**src/rtl/nor_status2_pkg.sv**
```systemverilog
package nor_status2_pkg;
  localparam int STATUS_W = 8;
  localparam int LOCK_N   = 3;
  localparam int PIN_N    = 2;

  // Bit positions inside the status byte (a host decodes these)
  localparam int POS_SUS  = 7;
  localparam int POS_CMP  = 6;
  localparam int POS_LOCK = 3;  // LB1 at 3, LB2 at 4, LB3 at 5
  localparam int POS_RSV  = 2;
  localparam int POS_QE   = 1;
  localparam int POS_SRP  = 0;

  typedef struct packed {
    logic setSus;
    logic clrSus;
    logic setQpi;
    logic clrQpi;
    logic loadReg;
    logic holdQe;
  } sr2Strobe_t;
endpackage

```
**src/rtl/nor_status2_ctrl.sv**
```systemverilog
module nor_status2_ctrl
  import nor_status2_pkg::*;
(
  input  logic       pwrCycle,
  input  logic       wel,
  input  logic       cmdSuspend,
  input  logic       cmdResume,
  input  logic       cmdEnterQpi,
  input  logic       cmdExitQpi,
  input  logic       cmdWriteSr,
  input  logic       quadEn,
  input  logic       qpiNow,
  output sr2Strobe_t stb,
  output logic       clrVolatile
);
  logic enterOk;

  always_comb begin
    enterOk     = cmdEnterQpi && quadEn && !cmdExitQpi;
    clrVolatile = pwrCycle;
    stb         = '0;
    if (!pwrCycle) begin
      stb.clrSus  = cmdResume;
      stb.setSus  = cmdSuspend && !cmdResume;
      stb.clrQpi  = cmdExitQpi;
      stb.setQpi  = enterOk;
      stb.loadReg = cmdWriteSr && wel;
      stb.holdQe  = qpiNow || (cmdEnterQpi && quadEn);
    end
  end
endmodule

```
**src/rtl/nor_status2_dp.sv**
```systemverilog
module nor_status2_dp
  import nor_status2_pkg::*;
(
  input  logic                clk,
  input  logic                rstN,
  input  sr2Strobe_t          stb,
  input  logic                clrVolatile,
  input  logic [STATUS_W-1:0] wrData,
  output logic [STATUS_W-1:0] statusByte,
  output logic                qpiReg,
  output logic                quadEn,
  output logic [LOCK_N-1:0]   lockBits
);
  logic susReg;
  logic cmpReg;
  logic srpReg;
  logic qeReg;

  // Volatile state
  always_ff @(posedge clk or negedge rstN) begin
    if (!rstN) begin
      susReg <= 1'b0;
      qpiReg <= 1'b0;
    end else if (clrVolatile) begin
      susReg <= 1'b0;
      qpiReg <= 1'b0;
    end else begin
      if (stb.clrSus)      susReg <= 1'b0;
      else if (stb.setSus) susReg <= 1'b1;
      if (stb.clrQpi)      qpiReg <= 1'b0;
      else if (stb.setQpi) qpiReg <= 1'b1;
    end
  end

  // Non-volatile stand-ins: untouched by clrVolatile
  always_ff @(posedge clk or negedge rstN) begin
    if (!rstN) begin
      cmpReg <= 1'b0;
      srpReg <= 1'b0;
      qeReg  <= 1'b0;
    end else if (stb.loadReg) begin
      cmpReg <= wrData[POS_CMP];
      srpReg <= wrData[POS_SRP];
      qeReg  <= stb.holdQe ? (qeReg | wrData[POS_QE]) : wrData[POS_QE];
    end
  end

  // One-time lock bits: set-only cells
  for (genvar i = 0; i < LOCK_N; i++) begin : g_lock
    always_ff @(posedge clk or negedge rstN) begin
      if (!rstN)            lockBits[i] <= 1'b0;
      else if (stb.loadReg) lockBits[i] <= lockBits[i] | wrData[POS_LOCK+i];
    end
  end

  always_comb begin
    statusByte                           = '0;
    statusByte[POS_SUS]                  = susReg;
    statusByte[POS_CMP]                  = cmpReg;
    statusByte[POS_LOCK+LOCK_N-1:POS_LOCK] = lockBits;
    statusByte[POS_RSV]                  = 1'b0;
    statusByte[POS_QE]                   = qeReg;
    statusByte[POS_SRP]                  = srpReg;
  end

  assign quadEn = qeReg;
endmodule

```
**src/rtl/nor_status2.sv**
```systemverilog
module nor_status2
  import nor_status2_pkg::*;
(
  input  logic                clk,
  input  logic                rstN,
  input  logic                pwrCycle,
  input  logic                wel,
  input  logic                cmdSuspend,
  input  logic                cmdResume,
  input  logic                cmdEnterQpi,
  input  logic                cmdExitQpi,
  input  logic                cmdWriteSr,
  input  logic [7:0]          wrData,
  output logic [7:0]          statusOut,
  output logic                qpiMode,
  output logic [2:0]          lockedOut,
  output logic [1:0]          quadPinData
);
  sr2Strobe_t stb;
  logic       clrVolatile;
  logic       quadEn;

  nor_status2_ctrl u_ctrl (
    .pwrCycle   (pwrCycle),
    .wel        (wel),
    .cmdSuspend (cmdSuspend),
    .cmdResume  (cmdResume),
    .cmdEnterQpi(cmdEnterQpi),
    .cmdExitQpi (cmdExitQpi),
    .cmdWriteSr (cmdWriteSr),
    .quadEn     (quadEn),
    .qpiNow     (qpiMode),
    .stb        (stb),
    .clrVolatile(clrVolatile)
  );

  nor_status2_dp u_dp (
    .clk        (clk),
    .rstN       (rstN),
    .stb        (stb),
    .clrVolatile(clrVolatile),
    .wrData     (wrData),
    .statusByte (statusOut),
    .qpiReg     (qpiMode),
    .quadEn     (quadEn),
    .lockBits   (lockedOut)
  );

  for (genvar p = 0; p < PIN_N; p++) begin : g_pin
    assign quadPinData[p] = quadEn;
  end
endmodule

```
**config.mk**
```make
export PLATFORM = sky130hd
export DESIGN_NAME = nor_status2
export DESIGN_NICKNAME = d
export VERILOG_FILES = /design/src/rtl/nor_status2_pkg.sv /design/src/rtl/nor_status2_ctrl.sv /design/src/rtl/nor_status2_dp.sv /design/src/rtl/nor_status2.sv
export SDC_FILE = /design/constraint.sdc
export NUM_CORES = 1
export LEC_CHECK = 0
export ABC_AREA = 1
export BUFFER_PORTS_ARGS = -buffer_cell sky130_fd_sc_hd__buf_4
export CORE_AREA = 2 2 39 41
export CTS_BUF_LIST = sky130_fd_sc_hd__clkbuf_8
export CTS_CLUSTER_SIZE = 8
export DETAILED_ROUTE_END_ITERATION = 6
export DIE_AREA = 0 0 41 43
export PLACE_DENSITY = 0.72
export SYNTH_ARGS = -nofsm -noshare
export SYNTH_HDL_FRONTEND = slang
export SYNTH_SLANG_ARGS = --single-unit
```
**constraint.sdc**
```tcl
create_clock -name clk -period 1.1 [get_ports clk]
set_input_delay 0.22 -clock clk [delete_from_list [all_inputs] [get_ports clk]]
set_output_delay 0.22 -clock clk [all_outputs]
set_load 0.05 [all_outputs]
```
==> results of run 1 <==
## worst register-to-register path, cell delays in order, from the launching register on
cell,delay [ps]
dfrtp_1,400
a21oi_1,200
nand2_1,70
nand2_1,60
nand2_1,40
## metal layers
layer	up-vias	part of all wire [%]
met5	-	0
met4	0	0.64
met3	2	11
met1	145	38
met2	15	51
li1	161	-
## how the worst max path moves through the flow
| stage | startpoint | endpoint | cells after the start |
|---|---|---|---|
| final | u_dp.quadEn | statusOut[1] | 1 |
| after global routing | u_dp.quadEn | quadPinData[1] | 1 |
| after CTS | u_dp.quadEn | statusOut[1] | 1 |
| after detailed placement | cmdWriteSr | u_dp.srpReg | 6 |
| after global placement | u_dp.quadEn | u_dp.quadEn | 4 |
| after floorplan | u_dp.qpiReg | u_dp.quadEn | 4 |
## report_power, final
part           internal, mW  switching [mW]  leakage [nW]
clock                 0.242           0.115        0.0269
sequential            0.325          0.0209        0.0902
combinational         0.114           0.241         0.201
## logic make-up after synthesis
kind of cell / after synthesis / share of synthesized area (%)
and+or+nand+nor: 16 / 17.63
other: 1 / 0.9606
buffers and inverters: 13 / 22.11
AOI/OAI and AO/OA: 4 / 8.013
DFF: 8 / 51.28
## sequential cells by signal (all words and copies together), names as in the netlist
name,cells
u_dp.lockBits,3
u_dp.susReg,1
u_dp.srpReg,1
u_dp.qpiReg,1
u_dp.cmpReg,1
u_dp.quadEn,1
## final cells by class
| cell class | instances | area (µm²) |
|---|---|---|
| Tap cell | 16 | 20.02 |
| Timing Repair Buffer | 28 | 212.7 |
| Multi-Input combinational cell | 21 | 103.9 |
| Clock buffer | 3 | 41.29 |
| Inverter | 3 | 11.26 |
| Fill cell | 144 | 787.0 |
| Clock inverter | 1 | 3.754 |
| Sequential cell | 8 | 203.9 |
## per-stage QoR
| stage | instances | cell area, µm² | setup slack, ps | power [mW] |
|---|---|---|---|---|
| after global placement | 75 | 541.8 | 233.0 | 0.7015 |
| after global routing | 80 | 596.8 | 0.4159 | 1.113 |
| after floorplan | 42 | 394.1 | 73.51 | 0.6361 |
| after detailed placement | 75 | 541.8 | 223.6 | 0.7055 |
| after CTS | 80 | 596.8 | 36.95 | 1.077 |
| final | 80 | 596.8 | 47.42 | 1.057 |
## placed cells by master (no fill, tap or decap)
cell            n
dfrtp_2         3
nor3_1          1
buf_4          27
nor2_4          1
a21oi_1         1
nor2_1          2
dfrtp_1         5
clkbuf_8        3
dlygate4sd3_1   1
nand2_1        12
conb_1          1
inv_1           4
a21o_2          3
==> flow_summary.yaml, run 1 <==
setup_path:
  critPathLaunchType: "flip-flop"
  worst_ep_required_time_ps: 880
  crit_type: "reg2out"
  worst_r2r_path_depth: 4
  cp_cell_sequence: "buf_4"
  r2r-end: "u_dp.quadEn"
  cp-end-kind: "output port"
  crit_slowest_cell: "dfrtp_1"
  reg2reg_from: "u_dp.quadEn"
  arrival_ps: 830
  cp_num_buf_inv: 1
  path_max_fanout: 5
  cp_top_family: "flip-flops"
  critPathMaxStageDelay_ps: 390
  r2r_setup_slack_ps: 220
synthesis:
  synthArstFlopShare_pct: 100.0
  ys_top_cells_by_count: "12 x nand2_1, 10 x buf_4, 8 x dfrtp_1"
  postSynthAreaPerCell_um2: 9.295
  syn_nets: 59
  yosysTopAreaCellShare_pct: 51.28
  ys_ff_latch: 8
  synth_area_um2: 390.4
  ys_dominant_reg_cell: "dfrtp_1"
  yosysTopAreaCell: "dfrtp_1"
  yosysWarnings: 0
  synth_cell_types: 10
  synth_edf_count: 0
  post-synth-top-count-cell: "nand2_1"
  synth.top_cells.by_area: "dfrtp_1 51%, buf_4 19%, nand2_1 12%, a21o_2 6.7%, inv_1 2.9%"
  yosysSeqAreaShare_pct: 51.28
  syn-instance-count: 42
clock_network:
  cts_max_level: 1
  root_buffer: "clkbuf_8"
  clockBufferDepth: 2
  cts_buffers: 3
  holdBufCountCts: 1
  cts_setup_buffers: 0
  clk_latency_ps: 220
  clk_pin_slew_ps: 40
  clock-sinks: 8
  cts_repair_resize_count: 0
  cts_tree: "yes"
floorplanning:
  core.rowCount: 14
  dieArea_mm2: 0.001763
  coreArea_mm2: 0.001384
  start_util_pct: 28.21
  die_x_um: 41
  die_y_um: 43
  ios: 31
timing:
  hold_slack_ps: 153.8
  slew_violations: 0
  rsz0062_at_grt: "false"
  timing.final.crit_period_ps: 1053
  fin_setup_tns_ps: 0
  fmax_mhz: 950.0
  post-route-period-util_pct: 95.69
  setup_viol: 0
  finClkSkew_ps: 0.02466
  final_hold_viol_count: 0
global_routing:
  first_global_vias: 333
  use_met1_pct: 13.86
  use_met3_pct: 3.665
  antenna_found_initial: 0
  grt_util_met2_pct: 15.00
  grt_pass1_wl_mm: 1.297
  overflow: 0
  grt_use_total_pct: 11.34
  grt_busiest_layer: "met2"
  grt_max_degree: 9
finish:
  antennaDiodeCount: 0
  utilization_pct: 43.13
  areaGrowthSynthToFinish_pct: 52.88
  num-nets-final: 82
  drive_gt1_share_pct: 57.81
power_and_ir_drop:
  leakage_nw: 0.3177
  power-per-cell-area_mw_per_mm2: 1772
  peakVddDrop_mv: 0.6977
status:
  status: "complete, no violations"
routing:
  vias: 323
  detail_route.first_pass.iterations: 3
  wirelength_um: 782
  drtIter0Drc: 6
  drc: 0
  via_per_inst: 4.038
  ant_nets: 0
  wl_per_cell_um: 9.775
placed_design:
  numPortBuffers: 27
  hpwl_um: 599.1
  place.gp.congestion: 0.6028
flow_run:
  maxCapViolCount: 0
worst_hold_path:
  hold_depth: 2
  hp-start: "cmdResume"
  hold-path-endpoint: "u_dp.susReg"
  hp-class: "in2reg"
(Power assumes the default switching activity.)
==> inputs of run 2 (changes only) <==
--- a/config.mk
+++ b/config.mk
@@ -5,14 +5,15 @@
 export SDC_FILE = /design/constraint.sdc
 export NUM_CORES = 1
 export LEC_CHECK = 0
-export ABC_AREA = 1
 export BUFFER_PORTS_ARGS = -buffer_cell sky130_fd_sc_hd__buf_4
-export CORE_AREA = 2 2 39 41
+export CELL_PAD_IN_SITES_DETAIL_PLACEMENT = 1
+export CELL_PAD_IN_SITES_GLOBAL_PLACEMENT = 1
+export CORE_MARGIN = 1.5
+export CORE_UTILIZATION = 27
 export CTS_BUF_LIST = sky130_fd_sc_hd__clkbuf_8
 export CTS_CLUSTER_SIZE = 8
 export DETAILED_ROUTE_END_ITERATION = 6
-export DIE_AREA = 0 0 41 43
-export PLACE_DENSITY = 0.72
+export PLACE_DENSITY = 0.87
 export SYNTH_ARGS = -nofsm -noshare
 export SYNTH_HDL_FRONTEND = slang
 export SYNTH_SLANG_ARGS = --single-unit
==> run 2 against run 1 <==
Against the previous run:
- clock skew hardly changed
- worst hold slack improved by 1.1 ps
- sequential power grew 1%
- maximum frequency down 1.4%
- area after synthesis is the same
- first-iteration DRC count decreased by 67%
- combinational power increased by 5.9%
- power increased by 2.8%
- critical path depth stayed put
- non-clock buffer count increased by 2
- utilization up 2.4 points
- die area down 4.5%
- largest power group is now combinational logic
==> flow_summary.yaml, run 2 <==
timing:
  finClkSkew_ps: 0.09877
  timing.final.crit_period_ps: 1068
  fmax_mhz: 936.5
  slew_violations: 0
  rsz0062_at_grt: "true"
  setup_viol: 0
  post-route-period-util_pct: 97.07
  final_hold_viol_count: 0
placed_design:
  place.gp.congestion: 0.6084
  dp.cells: 66
  numPortBuffers: 27
  detailed_place.area_um2: 544.3
  hpwl_um: 697
finish:
  antennaDiodeCount: 0
  fill_cells: 155
  layout_common_cells: "29 x buf_4, 5 x dfrtp_1, 3 x a21o_2, 3 x clkbuf_8, 3 x dfrtp_2"
  drive_gt1_share_pct: 71.43
  final_common_cell: "buf_4"
  fin_cells: 71
  num-nets-final: 74
  fin_area_um2: 599.3
  regMostFlops: "u_dp.lockBits"
  largest_reg_flops: 3
  areaGrowthSynthToFinish_pct: 53.53
synthesis:
  synth_cell_types: 12
  synthSimpleGateAreaFrac_pct: 7.692
  syn_nets: 50
  syn-instance-count: 33
  yosysSeqAreaShare_pct: 51.28
  synth_fa_ha_area_share_pct: 0
  synth_edf_count: 0
  synth.top_cells.by_area: "dfrtp_1 51%, buf_4 19%, mux2_4 7.7%, a21o_2 6.7%, buf_6 2.9%"
  postSynthAreaPerCell_um2: 11.83
  ys_dominant_reg_cell: "dfrtp_1"
  yosysWarnings: 0
  synth_mux_area_share_pct: 7.692
  synth_top_family_by_area: "buffers and inverters"
  synth_compound_area_share_pct: 10.26
  yosysTopAreaCellShare_pct: 51.28
  synth_area_um2: 390.4
  synthArstFlopShare_pct: 100.0
  yosysTopAreaCell: "dfrtp_1"
  ys_ff_latch: 8
  post-synth-top-count-cell: "buf_4"
  synth_xor_xnor_area_share_pct: 0
  ys_top_cells_by_count: "10 x buf_4, 8 x dfrtp_1, 3 x a21o_2"
flow_run:
  maxCapViolCount: 0
setup_path:
  critPathMaxStageDelay_ps: 400
  cp-end-kind: "output port"
  crit_type: "reg2out"
  path_max_fanout: 5
  crit_start: "u_dp.quadEn"
  cp_top_family: "flip-flops"
  cp_cell_sequence: "buf_4"
  cp_num_buf_inv: 1
  reg2reg_from: "u_dp.qpiReg"
  crit_slowest_cell: "dfrtp_1"
  arrival_ps: 850
  r2r_setup_slack_ps: 280
  worst_ep_required_time_ps: 880
  critPathLaunchType: "flip-flop"
global_routing:
  grt_use_total_pct: 12.56
  grt_util_met2_pct: 20.31
  grt_max_degree: 9
  antenna_found_initial: 0
  use_met1_pct: 13.67
  use_met3_pct: 4.891
  first_global_vias: 323
  grt_busiest_layer: "met2"
  overflow: 0
  grt_pass1_wl_mm: 1.283
status:
  status: "complete, no violations"
floorplanning:
  die_y_um: 41.03
  core.rowCount: 13
  coreArea_mm2: 0.001318
  ios: 31
  start_util_pct: 29.63
  dieArea_mm2: 0.001683
  die_x_um: 41.03
routing:
  wl_per_cell_um: 11.97
  wirelength_um: 850
  drc: 0
  detail_route.first_pass.iterations: 2
  ant_nets: 0
  vias: 314
  drtIter0Drc: 2
  via_per_inst: 4.423
clock_network:
  cts_setup_buffers: 0
  clockBufferDepth: 2
  root_buffer: "clkbuf_8"
  clock-sinks: 8
  clk_pin_slew_ps: 40
  cts_max_level: 1
  cts_repair_resize_count: 0
  cts_tree: "yes"
  clk_latency_ps: 220
  cts_buffers: 3
worst_hold_path:
  hp-class: "in2reg"
  hp-start: "cmdExitQpi"
power_and_ir_drop:
  peakVddDrop_mv: 0.8536
  leakage_nw: 0.3048
  power-per-cell-area_mw_per_mm2: 1814
[run 2: final cells by class]
| cell class | instances | area (µm²) | area share, % |
|---|---|---|---|
| Timing Repair Buffer | 30 | 227.7 | 38.00 |
| Multi-Input combinational cell | 14 | 103.9 | 17.33 |
| Clock inverter | 1 | 3.754 | 0.6263 |
| Tap cell | 15 | 18.77 | 3.132 |
| Sequential cell | 8 | 203.9 | 34.03 |
| Clock buffer | 3 | 41.29 | 6.889 |
[run 2: path summary, 6_finish.rpt]
check / endpoint / cells after the start
max: quadPinData[1] / 1
min: u_dp.qpiReg / 2
max reg2reg: u_dp.quadEn / 3
min reg2reg: u_dp.lockBits[2] / 1
max in group asynchronous: u_dp.lockBits[0] / 2
min in group asynchronous: u_dp.srpReg / 2
[run 2: metrics by stage]
stage / setup WS, ps / util, % / power [mW] / hold slack (ps) / setup TNS (ps)
final: 32.19 / 45.49 / 1.087 / 154.9 / 0
after global routing: -20.51 / 45.49 / 1.133 / 156.4 / -52.32
after CTS: 26.10 / 45.49 / 1.100 / 152.3 / 0
after detailed placement: -35.23 / 41.31 / 0.7324 / 45.29 / -66.47
after global placement: -42.80 / 41.31 / 0.7246 / 44.57 / -85.43
after floorplan: 62.55 / - / 0.6584 / -75.59 / 0
[run 2: repair_timing]
| action | CTS | global route |
|---|---|---|
| endpoints found under the setup margin | 0 | 3 |
| hold endpoints to repair | 8 | 0 |
| hold buffers | 1 | 0 |
[run 2: cell families (layout without fill, tap and decap cells)]
kind of cell,after synthesis,in the layout
AOI/OAI and AO/OA,5,5
other,1,1
muxes,2,2
buffers and inverters,11,34
DFF,8,8
and+or+nand+nor,6,6
[run 2: power by group]
part           internal, mW  total [mW]  switching [mW]
combinational         0.135       0.376           0.241
sequential            0.327       0.351          0.0237
clock                 0.242       0.360           0.118
[run 2: routing by layer]
metal | routed length (µm) | up-vias | part of all wire [%]
met5 | 0 | - | 0
met3 | 78 | 2 | 9.2
met2 | 454 | 16 | 53
met1 | 308 | 153 | 36
met4 | 8 | 0 | 0.94
li1 | - | 143 | -
